File: src/rtl/capture_pkg.sv
package capture_pkg;

    localparam int DEF_LINE_W    = 8;
    localparam int DEF_ADDR_W    = 18;
    localparam int DEF_BANK_W    = 2;
    localparam int DEF_OFS_W     = 2;
    localparam int DEF_EV_W      = 5;
    localparam int DEF_WIDE_PIX  = 256;
    localparam int DEF_NARROW_PIX = 128;
    localparam int DEF_LAST_LINE = 191;
    localparam int OFS_SHIFT     = 15;
    localparam int EV_LIMIT      = 16;
    localparam int CH_MAX        = 31;

    typedef struct packed {
        logic       opaque;
        logic [4:0] blue;
        logic [4:0] green;
        logic [4:0] red;
    } pixel_t;

    typedef enum logic [1:0] {
        SRC_A    = 2'b00,
        SRC_B    = 2'b01,
        SRC_MIX  = 2'b10,
        SRC_MIXB = 2'b11
    } src_sel_e;

    function automatic logic [4:0] ev_limit(input logic [4:0] ev);
        return (ev > 5'(EV_LIMIT)) ? 5'(EV_LIMIT) : ev;
    endfunction

    function automatic logic [4:0] mix_chan(input logic [4:0] a, input logic [4:0] b,
                                            input logic [4:0] ea, input logic [4:0] eb,
                                            input logic use_a);
        logic [10:0] sum;
        logic [6:0]  sh;
        sum = (use_a ? 11'(a) * 11'(ea) : 11'd0) + 11'(b) * 11'(eb);
        sh  = sum[10:4];
        return (sh > 7'(CH_MAX)) ? 5'(CH_MAX) : sh[4:0];
    endfunction

endpackage

File: src/rtl/cap_sequencer.sv
module cap_sequencer #(
    parameter int IDX_W      = 8,
    parameter int WIDE_PIX   = 256,
    parameter int NARROW_PIX = 128
) (
    input  logic             clk,
    input  logic             rst,
    input  logic             go,
    input  logic             narrow,
    output logic             req,
    output logic [IDX_W-1:0] idx,
    output logic             is_last
);
    typedef enum logic {ST_IDLE, ST_RUN} seq_state_e;

    localparam logic [IDX_W-1:0] WIDE_LAST   = IDX_W'(WIDE_PIX - 1);
    localparam logic [IDX_W-1:0] NARROW_LAST = IDX_W'(NARROW_PIX - 1);

    seq_state_e       state;
    logic [IDX_W-1:0] last_idx;

    assign req     = (state == ST_RUN);
    assign is_last = req && (idx == last_idx);

    always_ff @(posedge clk) begin
        if (rst) begin
            state    <= ST_IDLE;
            idx      <= '0;
            last_idx <= '0;
        end else begin
            case (state)
                ST_IDLE: if (go) begin
                    state    <= ST_RUN;
                    idx      <= '0;
                    last_idx <= narrow ? NARROW_LAST : WIDE_LAST;
                end
                ST_RUN: begin
                    if (is_last) state <= ST_IDLE;
                    else         idx   <= idx + 1'b1;
                end
                default: state <= ST_IDLE;
            endcase
        end
    end

    AST_RUN_HOLDS: assert property (@(posedge clk) disable iff (rst)
        (req && !is_last) |=> req);
    AST_IDX_STEP: assert property (@(posedge clk) disable iff (rst)
        (req && $past(req)) |-> (idx == IDX_W'($past(idx) + 1'b1)));
endmodule

File: src/rtl/cap_addr_gen.sv
module cap_addr_gen #(
    parameter int ADDR_W = 18,
    parameter int OFS_W  = 2,
    parameter int LINE_W = 8,
    parameter int IDX_W  = 8,
    parameter int SHIFT_OFS = 15
) (
    input  logic [OFS_W-1:0]  ofs,
    input  logic [LINE_W-1:0] line,
    input  logic              half_stride,
    input  logic [IDX_W-1:0]  idx,
    output logic [ADDR_W-1:0] addr
);
    logic [ADDR_W-1:0] base, row, col;

    always_comb begin
        base = ADDR_W'(ofs) << SHIFT_OFS;
        row  = half_stride ? (ADDR_W'(line) << 8) : (ADDR_W'(line) << 9);
        col  = ADDR_W'(idx) << 1;
        addr = base + row + col;
    end
endmodule

File: src/rtl/cap_blend.sv
module cap_blend
    import capture_pkg::*;
(
    input  src_sel_e    sel,
    input  logic        a_3d,
    input  logic [4:0]  eva,
    input  logic [4:0]  evb,
    input  pixel_t      scr,
    input  pixel_t      td,
    input  pixel_t      bpix,
    output pixel_t      out
);
    pixel_t     a;
    logic [4:0] ea, eb;
    logic       use_a;

    always_comb begin
        a     = a_3d ? td : scr;
        ea    = ev_limit(eva);
        eb    = ev_limit(evb);
        use_a = (ea != 5'd0) && (!a_3d || a.opaque);
        case (sel)
            SRC_A:   out = a;
            SRC_B:   out = bpix;
            default: begin
                out.opaque = 1'b0;
                out.red    = mix_chan(a.red,   bpix.red,   ea, eb, use_a);
                out.green  = mix_chan(a.green, bpix.green, ea, eb, use_a);
                out.blue   = mix_chan(a.blue,  bpix.blue,  ea, eb, use_a);
            end
        endcase
    end

    AST_MIX_CLEAR_TOP: assert final (!(sel[1] && out.opaque));
endmodule

File: src/rtl/scanline_capture.sv
module scanline_capture
    import capture_pkg::*;
#(
    parameter int LINE_W     = DEF_LINE_W,
    parameter int ADDR_W     = DEF_ADDR_W,
    parameter int BANK_W     = DEF_BANK_W,
    parameter int OFS_W      = DEF_OFS_W,
    parameter int EV_W       = DEF_EV_W,
    parameter int WIDE_PIX   = DEF_WIDE_PIX,
    parameter int NARROW_PIX = DEF_NARROW_PIX,
    parameter int LAST_LINE  = DEF_LAST_LINE
) (
    input  logic              clk,
    input  logic              rst,
    input  logic              cfg_enable,
    input  logic [1:0]        cfg_src,
    input  logic              cfg_a_3d,
    input  logic              cfg_narrow,
    input  logic [LINE_W-1:0] cfg_height,
    input  logic [EV_W-1:0]   cfg_eva,
    input  logic [EV_W-1:0]   cfg_evb,
    input  logic [BANK_W-1:0] cfg_wr_bank,
    input  logic [OFS_W-1:0]  cfg_wr_ofs,
    input  logic [BANK_W-1:0] cfg_rd_bank,
    input  logic [OFS_W-1:0]  cfg_rd_ofs,
    input  logic [(1<<BANK_W)-1:0] bank_lcd,
    input  logic              line_start,
    input  logic [LINE_W-1:0] line_num,
    input  logic [15:0]       scr_pix,
    input  logic [15:0]       td_pix,
    output logic              pix_req,
    output logic [$clog2(WIDE_PIX)-1:0] pix_idx,
    output logic [BANK_W-1:0] rd_bank,
    output logic [ADDR_W-1:0] rd_addr,
    input  logic [15:0]       rd_data,
    output logic              wr_en,
    output logic [BANK_W-1:0] wr_bank,
    output logic [ADDR_W-1:0] wr_addr,
    output logic [15:0]       wr_data,
    output logic              line_done,
    output logic              seq_done
);
    localparam int IDX_W = $clog2(WIDE_PIX);

    typedef struct packed {
        src_sel_e          sel;
        logic              a_3d;
        logic              narrow;
        logic [EV_W-1:0]   eva;
        logic [EV_W-1:0]   evb;
        logic [BANK_W-1:0] wbank;
        logic [OFS_W-1:0]  wofs;
        logic [BANK_W-1:0] rbank;
        logic [OFS_W-1:0]  rofs;
        logic [LINE_W-1:0] line;
        logic              dst_ok;
        logic              src_ok;
    } line_cfg_t;

    line_cfg_t         lc;
    logic              go, busy, is_last;
    logic              p1_v, p1_last;
    logic [IDX_W-1:0]  p1_idx;
    logic [ADDR_W-1:0] wr_addr_c;
    pixel_t            b_word, mixed;

    assign busy = pix_req | p1_v;
    assign go   = line_start && cfg_enable && (line_num < cfg_height) && !busy;

    always_ff @(posedge clk) begin
        if (rst) begin
            lc <= '0;
        end else if (go) begin
            lc.sel    <= src_sel_e'(cfg_src);
            lc.a_3d   <= cfg_a_3d;
            lc.narrow <= cfg_narrow;
            lc.eva    <= cfg_eva;
            lc.evb    <= cfg_evb;
            lc.wbank  <= cfg_wr_bank;
            lc.wofs   <= cfg_wr_ofs;
            lc.rbank  <= cfg_rd_bank;
            lc.rofs   <= cfg_rd_ofs;
            lc.line   <= line_num;
            lc.dst_ok <= bank_lcd[cfg_wr_bank];
            lc.src_ok <= bank_lcd[cfg_rd_bank];
        end
    end

    cap_sequencer #(.IDX_W(IDX_W), .WIDE_PIX(WIDE_PIX), .NARROW_PIX(NARROW_PIX)) u_seq (
        .clk(clk), .rst(rst), .go(go), .narrow(cfg_narrow),
        .req(pix_req), .idx(pix_idx), .is_last(is_last)
    );

    cap_addr_gen #(.ADDR_W(ADDR_W), .OFS_W(OFS_W), .LINE_W(LINE_W), .IDX_W(IDX_W),
                   .SHIFT_OFS(OFS_SHIFT)) u_rd_addr (
        .ofs(lc.rofs), .line(lc.line), .half_stride(1'b0), .idx(pix_idx), .addr(rd_addr)
    );

    cap_addr_gen #(.ADDR_W(ADDR_W), .OFS_W(OFS_W), .LINE_W(LINE_W), .IDX_W(IDX_W),
                   .SHIFT_OFS(OFS_SHIFT)) u_wr_addr (
        .ofs(lc.wofs), .line(lc.line), .half_stride(lc.narrow), .idx(p1_idx), .addr(wr_addr_c)
    );

    assign rd_bank = lc.rbank;
    assign b_word  = lc.src_ok ? pixel_t'(rd_data) : pixel_t'('0);

    cap_blend u_blend (
        .sel(lc.sel), .a_3d(lc.a_3d), .eva(lc.eva[4:0]), .evb(lc.evb[4:0]),
        .scr(pixel_t'(scr_pix)), .td(pixel_t'(td_pix)), .bpix(b_word), .out(mixed)
    );

    always_ff @(posedge clk) begin
        if (rst) begin
            p1_v      <= 1'b0;
            p1_last   <= 1'b0;
            p1_idx    <= '0;
            wr_en     <= 1'b0;
            wr_bank   <= '0;
            wr_addr   <= '0;
            wr_data   <= '0;
            line_done <= 1'b0;
            seq_done  <= 1'b0;
        end else begin
            p1_v      <= pix_req;
            p1_last   <= is_last;
            p1_idx    <= pix_idx;
            wr_en     <= p1_v && lc.dst_ok;
            wr_bank   <= lc.wbank;
            wr_addr   <= wr_addr_c;
            wr_data   <= mixed;
            line_done <= p1_last;
            seq_done  <= line_start && cfg_enable && (line_num == LINE_W'(LAST_LINE));
        end
    end

    AST_MIX_NO_ALPHA: assert property (@(posedge clk) disable iff (rst)
        (wr_en && lc.sel[1]) |-> !wr_data[15]);
    AST_WR_ADDR_STEP: assert property (@(posedge clk) disable iff (rst)
        (wr_en && $past(wr_en)) |-> (wr_addr == ADDR_W'($past(wr_addr) + 2)));
    AST_NO_WR_UNMAPPED: assert property (@(posedge clk) disable iff (rst)
        wr_en |-> lc.dst_ok);
    AST_DONE_SINGLE: assert property (@(posedge clk) disable iff (rst)
        line_done |=> !line_done);
    AST_SEQ_LINE: assert property (@(posedge clk) disable iff (rst)
        seq_done |-> ($past(line_num) == LINE_W'(LAST_LINE)));
    AST_CFG_HELD: assert property (@(posedge clk) disable iff (rst)
        (busy && $past(busy)) |-> $stable(lc));
endmodule

File: config.mk
export PLATFORM = sky130hd
export DESIGN_NAME = scanline_capture
export DESIGN_NICKNAME = d
export VERILOG_FILES = /design/src/rtl/capture_pkg.sv /design/src/rtl/cap_sequencer.sv /design/src/rtl/cap_addr_gen.sv /design/src/rtl/cap_blend.sv /design/src/rtl/scanline_capture.sv
export SDC_FILE = /design/constraint.sdc
export NUM_CORES = 1
export LEC_CHECK = 0
export BUFFER_PORTS_ARGS = -buffer_cell sky130_fd_sc_hd__buf_4
export CAP_MARGIN = 20
export CORE_AREA = 5 5 168 170
export DETAILED_ROUTE_END_ITERATION = 6
export DIE_AREA = 0 0 173 175
export SYNTH_ARGS = -nofsm -noshare
export SYNTH_HDL_FRONTEND = slang
export SYNTH_HIERARCHICAL = 1
export SYNTH_SLANG_ARGS = --single-unit
export TNS_END_PERCENT = 5
File: constraint.sdc
create_clock -name clk -period 6.93 [get_ports clk]
set_input_delay 1.386 -clock clk [delete_from_list [all_inputs] [get_ports clk]]
set_output_delay 1.386 -clock clk [all_outputs]
set_load 0.02 [all_outputs]
==> results of run 1 <==
-- cells in the final DEF, fill, tap and decap left out, types with 35 or more instances in the layout --
cell type / count
sky130_fd_sc_hd__inv_1: 142
sky130_fd_sc_hd__fa_1: 73
sky130_fd_sc_hd__nand3_1: 49
sky130_fd_sc_hd__and2_1: 61
sky130_fd_sc_hd__buf_4: 217
sky130_fd_sc_hd__o21ai_1: 36
sky130_fd_sc_hd__dfxtp_1: 92
sky130_fd_sc_hd__nor2b_1: 59
sky130_fd_sc_hd__nand2_1: 107
sky130_fd_sc_hd__a21oi_1: 59
sky130_fd_sc_hd__mux2i_1: 35
sky130_fd_sc_hd__ha_1: 111
sky130_fd_sc_hd__nor2_1: 65
-- worst min-delay path by stage --
stage	start	cells past startpoint	slack, ns	end
floorplan	lc[1]$_SDFFE_PP0P_	2	0.41	wr_en$_SDFF_PP0_
global placement	p1_idx[2]$_SDFF_PP0_	1	0.42	wr_addr[3]$_SDFF_PP0_
detailed placement	p1_idx[6]$_SDFF_PP0_	1	0.42	wr_addr[7]$_SDFF_PP0_
CTS	p1_idx[6]$_SDFF_PP0_	1	0.44	wr_addr[7]$_SDFF_PP0_
global route	p1_idx[1]$_SDFF_PP0_	1	0.46	wr_addr[2]$_SDFF_PP0_
finish	p1_idx[1]$_SDFF_PP0_	1	0.44	wr_addr[2]$_SDFF_PP0_
-- area by class of cell --
| cell class | instances | area [µm²] |
|---|---|---|
| multi-input combinational | 923 | 7775 |
| tap | 341 | 426.7 |
| clock buffer | 10 | 229.0 |
| sequential | 92 | 1842 |
| inverter | 146 | 548.0 |
| fill | 2639 | 14040 |
| clock inverter | 6 | 47.55 |
| timing repair buffer | 220 | 1672 |
-- kinds of logic after synthesis --
| group | after synthesis |
|---|---|
| buf+inv | 215 |
| flops | 92 |
| xor+xnor | 40 |
| mux | 61 |
| compound gates | 193 |
| simple gates | 433 |
| other cells | 3 |
| fa+ha+maj | 193 |
-- critical path, delay by kind of cell --
family	cells	cell delay, ns
buffers and inverters	4	0.28
adders and majority gates	8	3.57
xor gates and xnor gates	1	0.16
AOI/OAI and AO/OA	5	0.95
and+or+nand+nor	4	0.45
muxes	1	0.27
-- metrics by stage --
stage / hold slack [ns] / setup WS [ns]
floorplan: 0.4062 / -0.04149
global placement: 0.4164 / -0.4325
detailed placement: 0.4204 / -0.4791
CTS: 0.4368 / -0.02938
global route: 0.4553 / -0.05215
finish: 0.4363 / 0.1091
-- metal layers --
layer	share of wire (%)	routed length [µm]	global-route usage (%)	vias to the layer above
li1	-	-	-	4396
met1	47	12860	23.74	4131
met2	45	12400	28.91	217
met3	7.1	1936	4.803	10
met4	0.85	233	3.259	0
met5	0	0	0	-
-- power by group through the flow --
stage	Combinational [mW]	Clock, mW	Sequential (mW)
2_1_floorplan	0.231	0	0.590
3_3_place_gp	0.377	0	0.590
3_5_place_dp	0.379	0	0.590
4_1_cts	0.385	0.478	0.578
5_1_grt	0.434	0.504	0.581
6_report	0.393	0.468	0.577
-- flip-flops by register name, indices dropped and copies added (netlist names), 2 cells and up --
signal and count:
lc 30, p1_idx 8, rd_bank 2, u_seq/idx 8, u_seq/last_idx 2, wr_addr 18, wr_bank 2, wr_data 16
-- what timing repair did --
| item | in CTS | in global routing |
|---|---|---|
| resized for setup | 6 | 43 |
| pin swaps | 1 | 34 |
| endpoints found under the setup margin | 15 | 15 |
| buffers inserted | 0 | 1 |
==> qor_table.md, run 1 <==
| Result | Reported |
| --- | --- |
| Simple-gate area share of the yosys netlist | 21.97% |
| TritonCTS buffer count | 9 |
| Clock input transition at the sequential cells of the worst setup and hold paths | 0.07 ns |
| CP peak stage delay | 0.55 ns |
| Pwr per Cell Area | 114.7 nW/µm² |
| Largest net degree at the start of global routing | 92 |
| Worst R2R End | wr_data[4]$_SDFF_PP0_ |
| Endpoint of the most critical setup path | wr_data[4]$_SDFF_PP0_ |
| Comb power frac | 27.3% |
| Post-synthesis cell count | 1230 |
| Cell type with the highest occurrence count on the critical path | sky130_fd_sc_hd__fa_1 |
| Synthesized area per cell | 8.448 µm² |
| Number of iterations in the first detailed-routing pass | 4 |
| Final antenna diode count | 0 |
| Final setup fails | 0 |
| Highest net fanout along the worst path | 5 |
| Result of the run | complete, no violations |
| Synthesized-area fraction occupied by ao, oa, aoi and oai cells | 12.21% |
| Iter 0 DRT Violations | 385 |
| Worst setup startpoint | td_pix[2] |
| Most frequent cells after synthesis | sky130_fd_sc_hd__inv_1, sky130_fd_sc_hd__ha_1, sky130_fd_sc_hd__nand2_1, sky130_fd_sc_hd__dfxtp_1, sky130_fd_sc_hd__fa_1 |
| Master of the slowest instance on the critical path | sky130_fd_sc_hd__fa_1 |
| Xor/xnor share of the synthesized area | 3.371% |
| Via density per instance | 5.037 |
| Number of rows created at floorplan | 60 |
| Clock Root Buffer | sky130_fd_sc_hd__clkbuf_16 |
| Hold-fix buffers, CTS | 0 |
| Overall power of the completed layout | 1.439 mW |
| Ordered cell list for the critical path | buf_4 -> mux2_2 -> nand2_1 -> fa_1 -> fa_1 -> inv_1 -> fa_1 -> ha_4 -> nor2b_4 -> nor3_2 -> fa_1 -> inv_1 -> fa_1 -> fa_1 -> inv_1 -> ha_4 -> a21o_1 -> a21oi_2 -> o31ai_4 -> a311oi_2 -> xnor2_1 -> a2bb2oi_1 -> nor2b_1 |
| Dpl hpwl | 21.70 mm |
| Width of the chip | 173 µm |
| Final hold viol count | 0 |
| Clock Power Share | 32.5% |
| Flop-to-flop setup slack | 0.54 ns |
| Worst r2r path cells | 23 |
| Synthesized net count | 1517 |
| Remaining antenna violation count | 0 |
| Worst-case vdd ir drop | 0.0001092 V |
| Latest clock arrival within the worst-skew pair | 0.34 ns |
| Sw frac | 32.20% |
| Top area cells in the synthesized netlist | sky130_fd_sc_hd__dfxtp_1, sky130_fd_sc_hd__fa_1, sky130_fd_sc_hd__ha_1 |
| Async S/R FF share, synth | 0% |
| HP Class | flip-flop to flip-flop |
| Sort of element at the start of the critical path | input pin |
| Number of violations of the max-capacitance limit | 0 |
| Total non-filler cell area in the finished layout | 12540 µm² |
| TritonCTS clock tree | done |
| Yosys warning total | 6 |
| Most numerous cell in the Yosys netlist | sky130_fd_sc_hd__inv_1 |
| Critical Path Sink Type | flip-flop |
| Proportion of power drawn by flip-flops and latches | 40.1% |
| Fraction of layout cells with a size suffix above 1 | 23.55% |
| Min cycle time layout | 6.821 ns |
| Internal power | 0.9754 mW |
| Clock tree buffer depth | 2 |
| Placement Cell Area | 12080 µm² |
| Unrepaired setup endpoints after global routing | true |
| Remaining global-route overflow | 0 |
| Post-synth EDFFs | 0 |
| Final setup TNS | 0 ns |
| Critical path data required time | 7.20 ns |
| Routed len/inst | 15.79 µm |
| Share of the clock period used by the worst path after layout | 98.43% |
| Power dissipated by switching net loads | 0.4632 mW |
| Count of distinct cell types in the synthesized netlist | 83 |
| H-tree Lvls | 3 |
| Share of cell area taken by muxes after synthesis | 6.490% |
| Slew headroom | 35.35% |
| Clock sink count | 92 |
| Adder and majority cell fraction of the synthesized area | 28.66% |
| Top FF cell, synth | sky130_fd_sc_hd__dfxtp_1 |
| Data arrival at the endpoint of the critical path | 7.09 ns |
| Yosys reg bits | 92 |
| Remaining routing DRC violations | 0 |
| Reg-to-Reg Start | lc[29]$_SDFFE_PP0P_ |
| Total Die Area | 30280 µm² |
| First-pass GRT wire length | 44.71 mm |
| Total Nets Final | 1679 |
| Via count of the first global-routing pass | 8903 |
| Start-to-end type of the worst setup path | input pin to flip-flop |
| Number of placed cells counting well taps | 1721 |
| Core box area | 26580 µm² |
| Final worst clock skew | 0.007373 ns |
| Routed vias | 8754 |
| Die height | 175 µm |
| Initial core utilization | 39.10% |
| Placer Congestion | 0.8468 |
| All-Layer GR Usage | 17.67% |
| Worst Tran Pin Value | 0.9698 ns |
| Peak clock frequency supported by timing | 0.1466 GHz |
| Share of the core filled with cells in the final layout | 47.18% |
| Overall routed net length | 27.44 mm |
| Non-filler cells, final | 1738 |
| Area leader, netlist | sky130_fd_sc_hd__dfxtp_1 |
| LEAKAGE | 5.765 nW |
| Top cell type's share of synthesized area | 17.72% |
| Layout overhead on the synthesized area | 20.67% |
| Number of placed I/O pins | 162 |
| Sequential cell area fraction in the yosys report | 17.72% |
| Post-synthesis instance area | 10390 µm² |
| I/O Buffers | 160 |
| Largest family of logic cells by synthesized area | adder cells |
| Antenna violations before repair | 0 |
| Max Transition Viols Final | 0 |
Note: power is estimated with default switching activity, not from simulation.
==> inputs of run 2 (changes only) <==
--- a/config.mk
+++ b/config.mk
@@ -7,9 +7,13 @@
 export LEC_CHECK = 0
 export BUFFER_PORTS_ARGS = -buffer_cell sky130_fd_sc_hd__buf_4
 export CAP_MARGIN = 20
+export CELL_PAD_IN_SITES_DETAIL_PLACEMENT = 1
+export CELL_PAD_IN_SITES_GLOBAL_PLACEMENT = 1
 export CORE_AREA = 5 5 168 170
 export DETAILED_ROUTE_END_ITERATION = 6
 export DIE_AREA = 0 0 173 175
+export PLACE_DENSITY_LB_ADDON = 0.1
+export SKIP_CTS_REPAIR_TIMING = 1
 export SYNTH_ARGS = -nofsm -noshare
 export SYNTH_HDL_FRONTEND = slang
 export SYNTH_HIERARCHICAL = 1
==> constraint.sdc (replaced) <==
create_clock -name clk -period 8.7 [get_ports clk]
set_input_delay 1.74 -clock clk [delete_from_list [all_inputs] [get_ports clk]]
set_output_delay 1.74 -clock clk [all_outputs]
set_load 0.02 [all_outputs]
==> run 2 against run 1 <==
- register-to-register slack gained 1.2 ns
- setup slack gained 1.0 ns
- count of clock-buffer cells in the layout shrank 1
- sequential cell count is the same
- global-route usage grew 2.3 points
- cell area shrank 4.7%
- largest power group unchanged
- via count is essentially flat
- wire length grew 8.9%
- largest cell class unchanged
- clock skew grew 0.0050 ns
- sequential power shrank 21%
- sequential share of layout area grew 0.73 points
- power shrank 22%
==> qor_table.md, run 2 (same netlist as run 1, synthesis figures left out) <==
| Result | Reported |
| --- | --- |
| Clock Root Buffer | sky130_fd_sc_hd__clkbuf_16 |
| First-pass GRT wire length | 49.48 mm |
| Routed len/inst | 17.69 µm |
| Number of rows created at floorplan | 60 |
| Area of the multi-input gates | 7566 µm² |
| Non-filler cells, final | 1689 |
| Dpl hpwl | 23.61 mm |
| Via density per instance | 5.186 |
| Worst-case vdd ir drop | 0.00008738 V |
| Pwr per Cell Area | 94.32 nW/µm² |
| Start-to-end type of the worst setup path | input pin to flip-flop |
| Max Transition Viols Final | 0 |
| LEAKAGE | 5.507 nW |
| Core box area | 26580 µm² |
| All-Layer GR Usage | 19.96% |
| Overall routed net length | 29.87 mm |
| TritonCTS clock tree | done |
| Final setup TNS | 0 ns |
| H-tree Lvls | 3 |
| Fraction of layout cells with a size suffix above 1 | 17.88% |
| Total Nets Final | 1631 |
| Iter 0 DRT Violations | 303 |
| PnR worst setup slack | 1.157 ns |
| Placer Congestion | 0.8015 |
| Width of the chip | 173 µm |
| Sequential cell area in the final layout | 1842 µm² |
| Antenna violations before repair | 0 |
| Layout overhead on the synthesized area | 14.98% |
| Final hold viol count | 0 |
| Clock sink count | 92 |
| Remaining routing DRC violations | 0 |
| Most used cells in the layout excluding fill and tap cells | sky130_fd_sc_hd__buf_4, sky130_fd_sc_hd__inv_1, sky130_fd_sc_hd__ha_1 |
| Slew headroom | 35.78% |
| Routed vias | 8759 |
| Final worst clock skew | 0.01239 ns |
| Final setup fails | 0 |
| Remaining antenna violation count | 0 |
| Latest clock arrival within the worst-skew pair | 0.35 ns |
| TritonCTS buffer count | 9 |
| Remaining global-route overflow | 0 |
| Number of inserted filler cells in the final layout | 3219 |
| Number of placed I/O pins | 162 |
| Die height | 175 µm |
| Dpl ws | 0.7414 ns |
| Share of the clock period used by the worst path after layout | 86.70% |
| Min cycle time layout | 7.543 ns |
| HP Class | flip-flop to flip-flop |
| Register with the most flip-flops | lc |
| Result of the run | complete, no violations |
| Peak clock frequency supported by timing | 0.1326 GHz |
| Clock tree buffer depth | 2 |
| Most common cell after layout, fill and taps aside | sky130_fd_sc_hd__buf_4 |
| Largest net degree at the start of global routing | 92 |
| Overall power of the completed layout | 1.127 mW |
| Worst Tran Pin Value | 0.9633 ns |
| Sort of element at the start of the critical path | input pin |
| Number of violations of the max-capacitance limit | 0 |
| Total Die Area | 30280 µm² |
| Critical path data required time | 8.90 ns |
| Highest net fanout along the worst path | 4 |
| Clock input transition at the sequential cells of the worst setup and hold paths | 0.07 ns |
| Registers with the highest flip-flop counts | lc: 30 flops, wr_addr: 18 flops, wr_data: 16 flops |
| Critical Path Sink Type | flip-flop |
| Initial core utilization | 39.10% |
| Data arrival at the endpoint of the critical path | 7.75 ns |
| Number of placed cells counting well taps | 1674 |
| Flip-flop count of the largest register, all copies and words added | 30 |
| Final antenna diode count | 0 |
| Number of iterations in the first detailed-routing pass | 4 |
| I/O Buffers | 160 |
| Via count of the first global-routing pass | 9606 |
| Unrepaired setup endpoints after global routing | false |
run 2: metrics by stage:
step | instance area (µm²) | hold slack [ns] | util, %
after floorplan | 10390 | 0.4062 | -
after global placement | 11670 | 0.4210 | 43.93
after detailed placement | 11670 | 0.4278 | 43.93
after CTS | 11950 | 0.4427 | 44.96
after global routing | 11950 | 0.4637 | 44.96
final | 11950 | 0.4335 | 44.96
run 2: final cells by class:
class                           count  area share [%]
Sequential cell                    92           15.42
Timing Repair Buffer              172           10.81
Inverter                          146           4.587
Tap cell                          341           3.571
Multi-Input combinational cell    923           63.33
Clock inverter                      6          0.4084
Clock buffer                        9           1.885
run 2: path summary, 6_finish.rpt:
check	startpoint	to	slack (ns)	depth (start not counted)
worst min-delay path	lc[1]$_SDFFE_PP0P_	wr_en$_SDFF_PP0_	0.43	2
worst min register to register	lc[1]$_SDFFE_PP0P_	wr_en$_SDFF_PP0_	0.43	2
worst max register to register	lc[29]$_SDFFE_PP0P_	wr_data[5]$_SDFF_PP0_	1.71	23
worst max-delay path	td_pix[6]	wr_data[5]$_SDFF_PP0_	1.16	23
run 2: worst max-delay path, cell delays in order:
cell,delay [ns]
sky130_fd_sc_hd__buf_4,0.11
sky130_fd_sc_hd__mux2_2,0.32
sky130_fd_sc_hd__nand2_1,0.11
sky130_fd_sc_hd__fa_1,0.46
sky130_fd_sc_hd__fa_1,0.55
sky130_fd_sc_hd__inv_1,0.05
sky130_fd_sc_hd__fa_1,0.47
sky130_fd_sc_hd__ha_1,0.33
sky130_fd_sc_hd__nor2b_1,0.15
sky130_fd_sc_hd__nor3_1,0.23
sky130_fd_sc_hd__fa_1,0.46
sky130_fd_sc_hd__inv_1,0.08
sky130_fd_sc_hd__fa_1,0.45
sky130_fd_sc_hd__fa_1,0.55
sky130_fd_sc_hd__inv_1,0.04
sky130_fd_sc_hd__ha_1,0.33
sky130_fd_sc_hd__o21a_1,0.20
sky130_fd_sc_hd__nor3_1,0.19
sky130_fd_sc_hd__a211oi_2,0.10
sky130_fd_sc_hd__a21oi_2,0.23
sky130_fd_sc_hd__mux2i_1,0.35
sky130_fd_sc_hd__o211ai_1,0.13
sky130_fd_sc_hd__nor2b_1,0.15
run 2: report_power, final:
group / switching (mW) / internal [mW] / total [mW]
Sequential: 0.0173 / 0.438 / 0.456
Clock: 0.178 / 0.195 / 0.373
Combinational: 0.173 / 0.126 / 0.299
run 2: metal layers:
layer  track usage [%]  share of wire, %
met5                 0                 0
met4             4.855               2.0
met3             3.418               4.1
met2             36.32                50
met1             24.59                44
